**src/rtl/fwd_pkg.sv**
```systemverilog
package fwd_pkg;
  localparam int SEL_W = 3;
  localparam int LIM_W = 16;

  // Debounce length in slow-clock cycles for a select code.
  function automatic logic [LIM_W-1:0] fwd_limit(input logic [SEL_W-1:0] code);
    logic [LIM_W-1:0] lim;
    case (code)
      3'd1:    lim = LIM_W'(3);
      3'd2:    lim = LIM_W'(32);
      3'd3:    lim = LIM_W'(512);
      3'd4:    lim = LIM_W'(4096);
      3'd5:    lim = LIM_W'(32768);
      default: lim = LIM_W'(1);
    endcase
    return lim;
  endfunction
endpackage

```
**src/rtl/fwd_sync.sv**
```systemverilog
module fwd_sync #(
  parameter int STAGES = 2,
  parameter bit RST_VAL = 1'b1
) (
  input  logic clk,
  input  logic rst_n,
  input  logic d_in,
  output logic d_out
);
  logic [STAGES-1:0] chain_q;

  always_ff @(posedge clk or negedge rst_n) begin
    if (!rst_n) chain_q <= {STAGES{RST_VAL}};
    else        chain_q <= {chain_q[STAGES-2:0], d_in};
  end

  assign d_out = chain_q[STAGES-1];
endmodule

```
**src/rtl/fwd_counter.sv**
```systemverilog
module fwd_counter
  import fwd_pkg::*;
#(
  parameter int CNT_W = 16
) (
  input  logic             clk,
  input  logic             rst_n,
  input  logic             active,
  input  logic [SEL_W-1:0] sel,
  output logic             fire,
  output logic             armed
);
  logic [CNT_W-1:0] cnt_q;
  logic [CNT_W-1:0] cnt_inc;
  logic [CNT_W-1:0] limit_w;
  logic             armed_q;
  logic             reached;

  assign limit_w = CNT_W'(fwd_limit(sel));
  assign cnt_inc = cnt_q + 1'b1;
  assign reached = (cnt_inc >= limit_w);
  assign fire    = active && armed_q && reached;
  assign armed   = armed_q;

  always_ff @(posedge clk or negedge rst_n) begin
    if (!rst_n) begin
      cnt_q   <= '0;
      armed_q <= 1'b1;
    end else if (!active) begin
      cnt_q   <= '0;
      armed_q <= 1'b1;
    end else if (armed_q) begin
      if (reached) begin
        cnt_q   <= '0;
        armed_q <= 1'b0;
      end else begin
        cnt_q <= cnt_inc;
      end
    end
  end


  inactive_clears_chk: assert property (@(posedge clk) disable iff (!rst_n)
    !active |=> (cnt_q == '0) && armed_q);

  single_fire_chk: assert property (@(posedge clk) disable iff (!rst_n)
    fire |=> !armed_q);

  cnt_bound_chk: assert property (@(posedge clk) disable iff (!rst_n)
    $stable(sel) |-> (cnt_q < limit_w));
endmodule

```
**src/rtl/fwd_flag.sv**
```systemverilog
module fwd_flag (
  input  logic clk,
  input  logic rst_n,
  input  logic set_ev,
  input  logic clr_rd,
  output logic pulse,
  output logic flag
);
  logic pulse_q;
  logic flag_q;

  always_ff @(posedge clk or negedge rst_n) begin
    if (!rst_n) begin
      pulse_q <= 1'b0;
      flag_q  <= 1'b0;
    end else begin
      pulse_q <= set_ev;
      if (set_ev)      flag_q <= 1'b1;
      else if (clr_rd) flag_q <= 1'b0;
    end
  end

  assign pulse = pulse_q;
  assign flag  = flag_q;


  flag_rise_chk: assert property (@(posedge clk) disable iff (!rst_n)
    $rose(flag_q) |-> pulse_q);

  flag_fall_chk: assert property (@(posedge clk) disable iff (!rst_n)
    $fell(flag_q) |-> $past(clr_rd) && !pulse_q);

  set_wins_chk: assert property (@(posedge clk) disable iff (!rst_n)
    pulse_q |-> flag_q);
endmodule

```
**src/rtl/fwake_debouncer.sv**
```systemverilog
module fwake_debouncer
  import fwd_pkg::*;
#(
  parameter int CNT_W = 16,
  parameter int SYNC_STAGES = 2
) (
  input  logic             clk,
  input  logic             rst_n,
  input  logic             enable,
  input  logic [SEL_W-1:0] dbc_sel,
  input  logic             pin_n,
  input  logic             status_rd,
  output logic             wake_pulse,
  output logic             wake_flag
);
  logic pin_s;
  logic active;
  logic fire;
  logic armed;

  fwd_sync #(.STAGES(SYNC_STAGES), .RST_VAL(1'b1)) sync_i (
    .clk   (clk),
    .rst_n (rst_n),
    .d_in  (pin_n),
    .d_out (pin_s)
  );

  assign active = enable && !pin_s;

  fwd_counter #(.CNT_W(CNT_W)) cnt_i (
    .clk    (clk),
    .rst_n  (rst_n),
    .active (active),
    .sel    (dbc_sel),
    .fire   (fire),
    .armed  (armed)
  );

  fwd_flag flag_i (
    .clk    (clk),
    .rst_n  (rst_n),
    .set_ev (fire),
    .clr_rd (status_rd),
    .pulse  (wake_pulse),
    .flag   (wake_flag)
  );


  pulse_width_chk: assert property (@(posedge clk) disable iff (!rst_n)
    wake_pulse |=> !wake_pulse);

  enable_gate_chk: assert property (@(posedge clk) disable iff (!rst_n)
    $rose(wake_pulse) |-> $past(enable));

  rearm_chk: assert property (@(posedge clk) disable iff (!rst_n)
    !armed && active |=> !wake_pulse);
endmodule

```
**config.mk**
```make
export PLATFORM = sky130hd
export DESIGN_NAME = fwake_debouncer
export DESIGN_NICKNAME = d
export VERILOG_FILES = /design/src/rtl/fwd_pkg.sv /design/src/rtl/fwd_sync.sv /design/src/rtl/fwd_counter.sv /design/src/rtl/fwd_flag.sv /design/src/rtl/fwake_debouncer.sv
export SDC_FILE = /design/constraint.sdc
export NUM_CORES = 1
export LEC_CHECK = 0
export ABC_CLOCK_PERIOD_IN_PS = 4100
export BUFFER_PORTS_ARGS = -buffer_cell sky130_fd_sc_hd__buf_2
export CAP_MARGIN = 15
export CORE_MARGIN = 3
export CORE_UTILIZATION = 39
export CTS_BUF_LIST = sky130_fd_sc_hd__clkbuf_8
export DETAILED_ROUTE_END_ITERATION = 12
export HOLD_SLACK_MARGIN = 0.05
export PLACE_DENSITY = 0.59
export SYNTH_ARGS = -nofsm -noshare
export SYNTH_HDL_FRONTEND = slang
export SYNTH_SLANG_ARGS = --single-unit
```
**constraint.sdc**
```tcl
create_clock -name clk -period 4.1 [get_ports clk]
set_input_delay 0.615 -clock clk [delete_from_list [all_inputs] [get_ports clk]]
set_output_delay 0.615 -clock clk [all_outputs]
set_load 0.005 [all_outputs]
```
==> results of run 1 <==
[synthesized netlist by cell type (all sizes together) (2+ instances only)]
| cell | number | share of area [%] |
|---|---|---|
| nand4 | 8 | 4.8 |
| o31ai | 3 | 2.5 |
| xnor2 | 4 | 2.4 |
| or3b | 2 | 1.2 |
| nor4 | 4 | 2.5 |
| buf | 7 | 3.1 |
| inv | 3 | 0.76 |
| dfrtp | 18 | 31 |
| xor2 | 3 | 1.8 |
| ha | 7 | 5.9 |
| o21ai | 11 | 3.7 |
| nor2 | 10 | 3.1 |
| nor2b | 5 | 2.1 |
| a221o | 2 | 1.4 |
| a21oi | 2 | 0.68 |
| nor3 | 5 | 2.0 |
| dfstp | 3 | 5.4 |
| nand3b | 2 | 1.0 |
| a22o | 12 | 7.1 |
| nand3 | 8 | 3.7 |
| and3 | 5 | 2.1 |
| nand2 | 9 | 2.3 |
| and2 | 3 | 1.3 |
[path summary, 6_finish.rpt]
kind / start / end / slack [ns] / cells after the start
worst max-delay path: cnt_i.cnt_q[0] / cnt_i.cnt_q[8] / 0.54 / 10
worst min-delay path: rst_n / cnt_i.cnt_q[3] / 0.29 / 1
worst max register to register: cnt_i.cnt_q[0] / cnt_i.cnt_q[8] / 0.54 / 10
worst min register to register: sync_i.chain_q[0] / sync_i.chain_q[1] / 0.36 / 0
max in group asynchronous: rst_n / sync_i.chain_q[0] / 3.45 / 1
min in group clk: sync_i.chain_q[0] / sync_i.chain_q[1] / 0.36 / 0
[per-layer routing]
layer  track usage [%]  vias up
li1                  -      592
met1              21.8      569
met2              25.4       26
met3              4.49        2
met4              7.09        0
met5                 0        -
[worst max-delay path: cells and delay by family, from the launching register on]
kind,cells,cell delay [ns]
AO/OA/AOI/OAI,2,0.51
flip-flops,1,0.48
AND/OR/NAND/NOR,5,1.76
adder cells (fa/ha/maj),2,0.57
XOR/XNOR,1,0.15
[logic make-up (layout without fill, tap and decap cells)]
| logic type | Yosys count | after routing | share of synthesized area, % |
|---|---|---|---|
| buffers and inverters | 10 | 18 | 3.91 |
| multiplexers | 1 | 1 | 0.765 |
| flip-flops | 21 | 21 | 35.9 |
| XOR/XNOR | 7 | 7 | 4.16 |
| AND/OR/NAND/NOR | 67 | 67 | 29.3 |
| AO/OA/AOI/OAI | 37 | 37 | 20.0 |
| adder cells (fa/ha/maj) | 7 | 7 | 5.95 |
[power by group through the flow]
stage	logic (W)	registers [W]	clock network, W
3_3_place_gp	0.0000483	0.000220	0
4_1_cts	0.0000491	0.000216	0.000143
2_1_floorplan	0.0000319	0.000220	0
3_5_place_dp	0.0000488	0.000220	0
6_report	0.0000486	0.000216	0.000136
5_1_grt	0.0000544	0.000217	0.000150
[per-stage QoR]
stage / util (%) / instances
2_1_floorplan: - / 150
5_1_grt: 45.5 / 204
6_report: 45.5 / 204
3_3_place_gp: 44.2 / 200
3_5_place_dp: 44.2 / 200
4_1_cts: 45.5 / 204
[sequential cells by signal, summed over array words and instances, names as in the netlist]
| name | count |
|---|---|
| cnt_i.cnt_q | 16 |
| flag_i.pulse | 1 |
| cnt_i.armed | 1 |
| flag_i.flag | 1 |
| sync_i.chain_q | 2 |
[layout make-up]
cell class              instances  area [sq um]  area share (%)
clock inverters                 1          3.75           0.236
repair buffers                 11          60.1            3.78
well taps                      46          57.6            3.62
clock buffers                   3          41.3            2.60
flip-flops and latches         21           529            33.3
multi-input cells             119           886            55.7
inverters                       3          11.3           0.709
==> impl_metrics.json, run 1 <==
{
  "outcome": "complete, no violations",
  "clock_sinks": 21,
  "cp_slowest_cell": "or4_1",
  "setup_violations": 0,
  "arrival_ns": 3.77,
  "hold_class": "primary input to asynchronous set/reset pin",
  "viasPerCell": 5.83,
  "nets": 174,
  "grt_pass1_wl_mm": 5.66,
  "cp-end-kind": "flip-flop",
  "drc": 0,
  "fillers": 342,
  "internal-power_w": 0.000299,
  "grt-ovfl-total": 0,
  "layout_common_cells": "dfrtp_1 (18), a22o_1 (12), nor2_1 (9), nand2_1 (9), buf_2 (9)",
  "crit_type": "flip-flop to flip-flop",
  "ys_seq_elements": 21,
  "synthCells": 150,
  "cts_inserted_buffers": 3,
  "cts_root_buf": "clkbuf_8",
  "fmax_ghz": 0.281,
  "detailroute.wirelength.met3_um": 174,
  "rsz0062_at_grt": "false",
  "wl_mm": 3.26,
  "cts_setup_buffers": 0,
  "whs_ns": 0.293,
  "cp_max_fo": 15,
  "std_cell_rows": 21,
  "seq_area_frac_synth_pct": 35.9,
  "worst_pin_slew_ns": 0.475,
  "cts_tree": "done",
  "vdd_drop_max_mv": 0.199,
  "clock_path_buffers": 2,
  "vias": 1189,
  "p_per_area_nw_per_um2": 252,
  "layout-drive-gt1-share_pct": 19.0,
  "grt_start_max_net_pins": 22,
  "pre_cts_ws_ns": 0.561,
  "ys.flop_type": "dfrtp_1",
  "post_dp_cell_area_sq_um": 1540,
  "postLayoutCellArea_sq_um": 1590,
  "top_layer": "met4",
  "yosys.cell_types.count": 47,
  "grtUsageTotal_pct": 16.6,
  "setup_ws_ns": 0.542,
  "cts_hold_buf": 0,
  "combPwrFrac_pct": 12.1,
  "drt_pre_antenna_iters": 4,
  "p_clk_share_pct": 33.9,
  "crit_chain": "ha_1, nand3_2, nor4_1, xor2_1, ha_1, or4_1, a311oi_2, nand4_2, nor2_4, a221o_1",
  "grt_pass1_vias": 1174,
  "synth-edff-count": 0,
  "io_pins": 10,
  "start_util_pct": 42.1,
  "die_h_um": 67.5,
  "htreeDepth": 1,
  "netlist_area_sq_um": 1470,
  "crit_path_frequent_cell": "ha_1",
  "setup_tns_ns": 0,
  "core_sq_um": 3490,
  "syn_avg_cell_area_sq_um": 9.82,
  "cts_resized": 0,
  "final_common_cell": "dfrtp_1",
  "netSwitchingFraction_pct": 25.5,
  "path_clk_slew_ns": 0.08,
  "drt_iter0_drc": 156,
  "fin_crit_ns": 3.56,
  "met2_length_mm": 1.48,
  "antenna_cells": 0,
  "cap_viol_max_count": 0,
  "port-buffer-count": 9,
  "required_ns": 4.31,
  "dieArea_sq_um": 4550,
  "antenna_found_initial": 0,
  "finalPower_w": 0.000401,
  "dp_hpwl_mm": 2.39,
  "slowest_delay_ns": 0.49,
  "seq_power_share_pct": 53.9,
  "slew_viol_final": 0,
  "hold_viol_final": 0,
  "ant_nets": 0,
  "fp.dieW_um": 67.5,
  "area_delta_synth_final_pct": 7.90,
  "fin_crit_sh_pct": 86.8,
  "fin_skew_ns": 0.00656,
  "ys_warn_count": 0,
  "slew_headroom_pct": 68.4,
  "wl_met1_mm": 1.59,
  "worstSkewPairLatency_ns": 0.27,
  "wl_per_cell_um": 16.0,
  "gp_congestion": 0.843,
  "p_leak_nw": 0.707,
  "ys_async_sr_fraction_pct": 100,
  "syn-num-nets": 165,
  "startpoint_type": "flip-flop",
  "switchingPower_w": 0.000102
}
Power figures use the tool's default switching activity.
==> inputs of run 2 (changes only) <==
Settings changed: SYNTH_HIERARCHICAL from default to 1.
==> run 2 against run 1 <==
  * Synthesized cell count increased by 17%
  * Via count increased by 19%
  * Register-to-register slack improved by 0.11 ns
  * Clock skew shrank 0.0053 ns
  * Critical path depth up 2
  * Routed wire length is 18% higher
  * Utilization fell by 0.80 points
  * Total power up 5.7%
  * Global-route usage rose by 0.52 points
  * Fmax grew 3.1%
  * Critical path type unchanged
==> impl_metrics.json, run 2 <==
{
  "outcome": "complete, no violations",
  "startpoint_type": "flip-flop",
  "combPwrFrac_pct": 14.1,
  "cts_tree": "done",
  "p_leak_nw": 0.693,
  "worstReg2RegStart": "cnt_i/cnt_q[0]",
  "htreeDepth": 1,
  "synth_top_area_share_pct": 27.9,
  "antenna_cells": 0,
  "seq_power_share_pct": 52.0,
  "vias": 1409,
  "synth.top_cells.by_area": "dfrtp_1 (28%), ha_1 (5.4%), nand2_1 (5.3%), dfstp_2 (4.9%), o211ai_1 (3.7%)",
  "fin_crit_ns": 3.45,
  "cts_hold_buf": 0,
  "path_delay_family": "simple AND/OR/NAND/NOR gates",
  "die_h_um": 70.4,
  "viasPerCell": 6.15,
  "slew_headroom_pct": 63.1,
  "cap_viol_max_count": 0,
  "fin_crit_sh_pct": 84.2,
  "wl_mm": 3.85,
  "setup_tns_ns": 0,
  "worstSkewPairLatency_ns": 0.27,
  "fin_skew_ns": 0.00131,
  "grt_pass1_vias": 1388,
  "fp.dieW_um": 70.4,
  "grt_pass1_wl_mm": 6.88,
  "internal-power_w": 0.000303,
  "worst_pin_slew_ns": 0.552,
  "syn-num-nets": 191,
  "cp_slowest_cell": "dfrtp_1",
  "slew_viol_final": 0,
  "port-buffer-count": 9,
  "dieArea_sq_um": 4950,
  "post_dp_cell_area_sq_um": 1660,
  "netSwitchingFraction_pct": 28.4,
  "cts_inserted_buffers": 3,
  "hold_class": "primary input to asynchronous set/reset pin",
  "setup_violations": 0,
  "start_util_pct": 42.2,
  "drt_iter0_drc": 98,
  "wl_per_cell_um": 16.8,
  "synthCells": 176,
  "fillers": 370,
  "ys_async_sr_fraction_pct": 100,
  "fmax_ghz": 0.290,
  "vdd_drop_max_mv": 0.193,
  "grtUsageTotal_pct": 17.1,
  "grt_start_max_net_pins": 22,
  "whs_ns": 0.297,
  "setup_ws_ns": 0.650,
  "nets": 197,
  "path_clk_slew_ns": 0.08,
  "yosys.cell_types.count": 51,
  "synthTopCellsByCount": "nand2_1 (23), dfrtp_1 (18), nor2_1 (11), nand3_1 (9)",
  "core_sq_um": 3830,
  "drc": 0,
  "cp-end-kind": "flip-flop",
  "rsz0062_at_grt": "false",
  "switchingPower_w": 0.000121,
  "crit_chain": "ha_1, nand4_2, nor2_4, nand4_1, xnor2_1, ha_1, or4_1, nand4_1, o311a_1, nand2_1, and3_1, a21o_1",
  "yosysMostFrequentCell": "nand2_1",
  "ys_warn_count": 6,
  "cp_max_fo": 10,
  "seq_area_frac_synth_pct": 32.7,
  "std_cell_rows": 22,
  "synth_area_leader_cell": "dfrtp_1",
  "hold_viol_final": 0,
  "final_common_cell": "nand2_1",
  "reg2reg_slack_ns": 0.65,
  "clock_sinks": 21,
  "critical_path_depth": 12,
  "io_pins": 10,
  "cts_setup_buffers": 0,
  "ys.flop_type": "dfrtp_1",
  "layout_common_cells": "nand2_1 (23), dfrtp_1 (18), nor2_1 (11)",
  "largest_register_ffs": 16,
  "timing.rr.end": "flag_i/flag",
  "gp_congestion": 0.952,
  "max_flop_register": "cnt_i/cnt_q",
  "required_ns": 4.27,
  "netlist_area_sq_um": 1620,
  "slowest_delay_ns": 0.47,
  "cts_resized": 0,
  "drt_pre_antenna_iters": 4,
  "p_per_area_nw_per_um2": 248,
  "synth-edff-count": 0,
  "antenna_found_initial": 0,
  "largest_registers": "cnt_i/cnt_q x16, sync_i/chain_q x2",
  "syn_avg_cell_area_sq_um": 9.18,
  "dp_hpwl_mm": 2.80,
  "reg2regPathDepth": 12,
  "ant_nets": 0,
  "layout-drive-gt1-share_pct": 17.7,
  "crit_type": "flip-flop to flip-flop",
  "cts_root_buf": "clkbuf_8",
  "clock_path_buffers": 2,
  "grt-ovfl-total": 0,
  "ys_seq_elements": 21,
  "pre_cts_ws_ns": 0.695,
  "cp_num_buf_inv": 0,
  "arrival_ns": 3.62,
  "p_clk_share_pct": 33.8,
  "postLayoutCellArea_sq_um": 1710,
  "area_delta_synth_final_pct": 5.73
}
## run 2: cell count changes after synthesis, moves of 3 or more
cell and change:
nand2_1 +14, a22o_1 -11, o211ai_1 +8, o21ai_1 -8
a21oi_1 +5, nor2b_1 -5, o21ai_0 +5, clkbuf_1 +4
nand3_1 +4, nor4b_1 +4, buf_2 -3, nand3_2 -3
## run 2: cell type report
class / count / area [sq um] / area share [%]
clock buffers: 3 / 41.3 / 2.42
clock inverters: 1 / 7.51 / 0.439
inverters: 4 / 15.0 / 0.878
multi-input cells: 141 / 996 / 58.3
flip-flops and latches: 21 / 529 / 31.0
well taps: 48 / 60.1 / 3.51
repair buffers: 11 / 60.1 / 3.51
## run 2: per-layer routing
metal	track usage [%]	up-vias	part of all wire [%]
met5	0	-	0
met4	6.38	0	1.1
met3	2.16	4	3.7
met2	27.8	24	49
met1	23.0	699	46
li1	-	682	-
## run 2: how the worst max path moves through the flow
stage | start | end
detailed placement | cnt_i/cnt_q[0] | flag_i/flag
global route | cnt_i/cnt_q[0] | flag_i/flag
CTS | cnt_i/cnt_q[0] | flag_i/flag
floorplan | cnt_i/cnt_q[0] | flag_i/flag
global placement | cnt_i/cnt_q[0] | flag_i/flag
finish | cnt_i/cnt_q[0] | flag_i/flag
## run 2: power by group through the flow
stage	clock network [W]	registers, W	logic [W]
3_5_place_dp	0	0.000225	0.0000603
4_1_cts	0.000152	0.000221	0.0000604
3_3_place_gp	0	0.000224	0.0000589
2_1_floorplan	0	0.000220	0.0000440
6_report	0.000143	0.000221	0.0000599
5_1_grt	0.000161	0.000222	0.0000670
## run 2: kinds of logic after synthesis
kind of cell | after synthesis | synth area share, %
buffers and inverters | 14 | 5.65
and+or+nand+nor | 92 | 35.7
DFF | 21 | 32.7
adders and majority gates | 7 | 5.42
xor gates and xnor gates | 5 | 2.71
AOI/OAI and AO/OA | 37 | 17.8
## run 2: metrics by stage
step | instances | total power (W) | utilization [%]
2_1_floorplan | 176 | 0.000264 | -
3_5_place_dp | 225 | 0.000285 | 43.4
3_3_place_gp | 225 | 0.000283 | 43.4
5_1_grt | 229 | 0.000450 | 44.7
4_1_cts | 229 | 0.000433 | 44.7
6_report | 229 | 0.000424 | 44.7
==> inputs of run 3 (changes only) <==
Settings changed: ABC_CLOCK_PERIOD_IN_PS 4100 to 3000, PLACE_DENSITY 0.59 to 0.61.
Clock period 4.1 ns to 3 ns, I/O delays scaled along.
==> run 3 against run 2 <==
  * Die area did not move
  * Register-to-register slack got worse by 0.62 ns
  * Clock skew rose by 0.0027 ns
  * Via count rose by 9.5%
  * Setup slack got worse by 0.62 ns
  * Non-clock buffer count rose by 16
  * Largest power group unchanged
==> impl_metrics.json, run 3 (same netlist as run 2, synthesis figures left out) <==
{
  "area_delta_synth_final_pct": 16.4,
  "grtUsageMet1_pct": 20.6,
  "grt_pass1_wl_mm": 6.91,
  "fillers": 368,
  "max_flop_register": "cnt_i/cnt_q",
  "worstReg2RegStart": "cnt_i/cnt_q[1]",
  "post_dp_cell_area_sq_um": 1710,
  "worst_pin_slew_ns": 0.570,
  "grt_start_max_net_pins": 22,
  "postLayoutCellArea_sq_um": 1880,
  "crit_path_frequent_cell": "nand4_1",
  "setup_violations": 0,
  "layout-drive-gt1-share_pct": 29.4,
  "cts_inserted_buffers": 3,
  "port-buffer-count": 9,
  "die_h_um": 70.4,
  "path_delay_family": "simple AND/OR/NAND/NOR gates",
  "reg2regPathDepth": 13,
  "fin_skew_ns": 0.00403,
  "vdd_drop_max_mv": 0.267,
  "antenna_cells": 0,
  "wl_mm": 4.32,
  "path_clk_slew_ns": 0.08,
  "required_ns": 3.18,
  "antenna_found_initial": 0,
  "slowest_delay_ns": 0.47,
  "final_common_cell": "nand2_1",
  "largest_register_ffs": 16,
  "vias": 1543,
  "core_sq_um": 3830,
  "ant_nets": 0,
  "drc": 0,
  "grt-ovfl-total": 0,
  "nets": 213,
  "fin_crit_ns": 2.97,
  "dp_hpwl_mm": 2.85,
  "fin_crit_sh_pct": 98.9,
  "worstSkewPairLatency_ns": 0.26,
  "finalPower_w": 0.000582,
  "crit_chain": "ha_2, nand4_4, nor2_4, nand4_1, xnor2_2, ha_2, or4_1, nand4_1, o311a_1, buf_6, buf_8, nand4_1, a31oi_2",
  "cts_tree": "done",
  "globalRoute.busiestLayer": "met2",
  "largest_registers": "cnt_i/cnt_q x16, sync_i/chain_q x2",
  "gp_congestion": 0.926,
  "slew_viol_final": 0,
  "drt_iter0_drc": 90,
  "cp-end-kind": "flip-flop",
  "fmax_ghz": 0.337,
  "viasPerCell": 6.30,
  "clock_path_buffers": 2,
  "dieArea_sq_um": 4950,
  "cts_root_buf": "clkbuf_8",
  "wl_per_cell_um": 17.6,
  "cp_slowest_cell": "or4_1",
  "startpoint_type": "flip-flop",
  "cp_num_buf_inv": 2,
  "grtUsageTotal_pct": 16.9,
  "slew_headroom_pct": 62.0,
  "setup_ws_ns": 0.0330,
  "cap_viol_max_count": 0,
  "grt_pass1_vias": 1506,
  "crit_type": "flip-flop to flip-flop",
  "hold_viol_final": 0,
  "timing.rr.end": "cnt_i/cnt_q[11]",
  "hold_class": "primary input to asynchronous set/reset pin",
  "io_pins": 10,
  "drt_pre_antenna_iters": 4,
  "reg2reg_slack_ns": 0.03,
  "outcome": "complete, no violations",
  "fp.dieW_um": 70.4,
  "pre_cts_ws_ns": 0.0836,
  "cp_max_fo": 8,
  "start_util_pct": 42.2,
  "use_met2_pct": 29.9,
  "arrival_ns": 3.15,
  "clock_sinks": 21,
  "setup_tns_ns": 0,
  "htreeDepth": 1,
  "std_cell_rows": 22,
  "layout_common_cells": "nand2_1 (22), buf_4 (15), dfrtp_1 (12)",
  "p_leak_nw": 0.782,
  "grt_use_met3_pct": 3.88,
  "p_per_area_nw_per_um2": 309
}
## run 3: changes by cell type in the layout (fill, tap and decap cells not counted), sizes merged
cell,before,now
buf,11,27
clkinvlp,1,0
inv,4,5
## run 3: area by class of cell
type	count	area [sq um]	share of cell area, %
Clock buffer	3	41.3	2.19
Multi-Input combinational cell	141	1030	54.7
Timing Repair Buffer	27	195	10.4
Sequential cell	21	537	28.5
Clock inverter	1	3.75	0.199
Inverter	4	15.0	0.798
Tap cell	48	60.1	3.19
## run 3: worst max path at each step
stage	start	end	cells after the start
6_report	cnt_i/cnt_q[1]	cnt_i/cnt_q[11]	13
5_1_grt	cnt_i/cnt_q[1]	cnt_i/cnt_q[10]	13
4_1_cts	cnt_i/cnt_q[0]	cnt_i/cnt_q[0]	12
3_5_place_dp	cnt_i/cnt_q[0]	flag_i/flag	12
3_3_place_gp	cnt_i/cnt_q[0]	flag_i/flag	12
2_1_floorplan	cnt_i/cnt_q[0]	flag_i/flag	13
## run 3: where the power goes
group,internal [W],switching [W],total (W)
sequential,0.000291,0.0000104,0.000302
combinational,0.0000356,0.0000578,0.0000934
clock,0.0000913,0.0000952,0.000186
## run 3: metrics by stage
stage | instances | utilization, % | hold slack [ns]
after floorplan | 176 | - | 0.154
after global placement | 231 | 44.6 | 0.346
after detailed placement | 231 | 44.6 | 0.353
after CTS | 235 | 45.7 | 0.161
after global routing | 245 | 49.2 | 0.177
final | 245 | 49.2 | 0.148
## run 3: metal layers
layer	vias up	part of all wire, %
li1	710	-
met1	766	42
met2	59	50
met5	-	0
met4	0	1.3
met3	8	6.2
## run 3: what timing repair did
item	4_1_cts	5_1_grt
buffers inserted	0	10
hold buffers	0	0
endpoints found under the setup margin	0	11
endpoints found under the hold margin	0	0
gates resized for setup	0	19
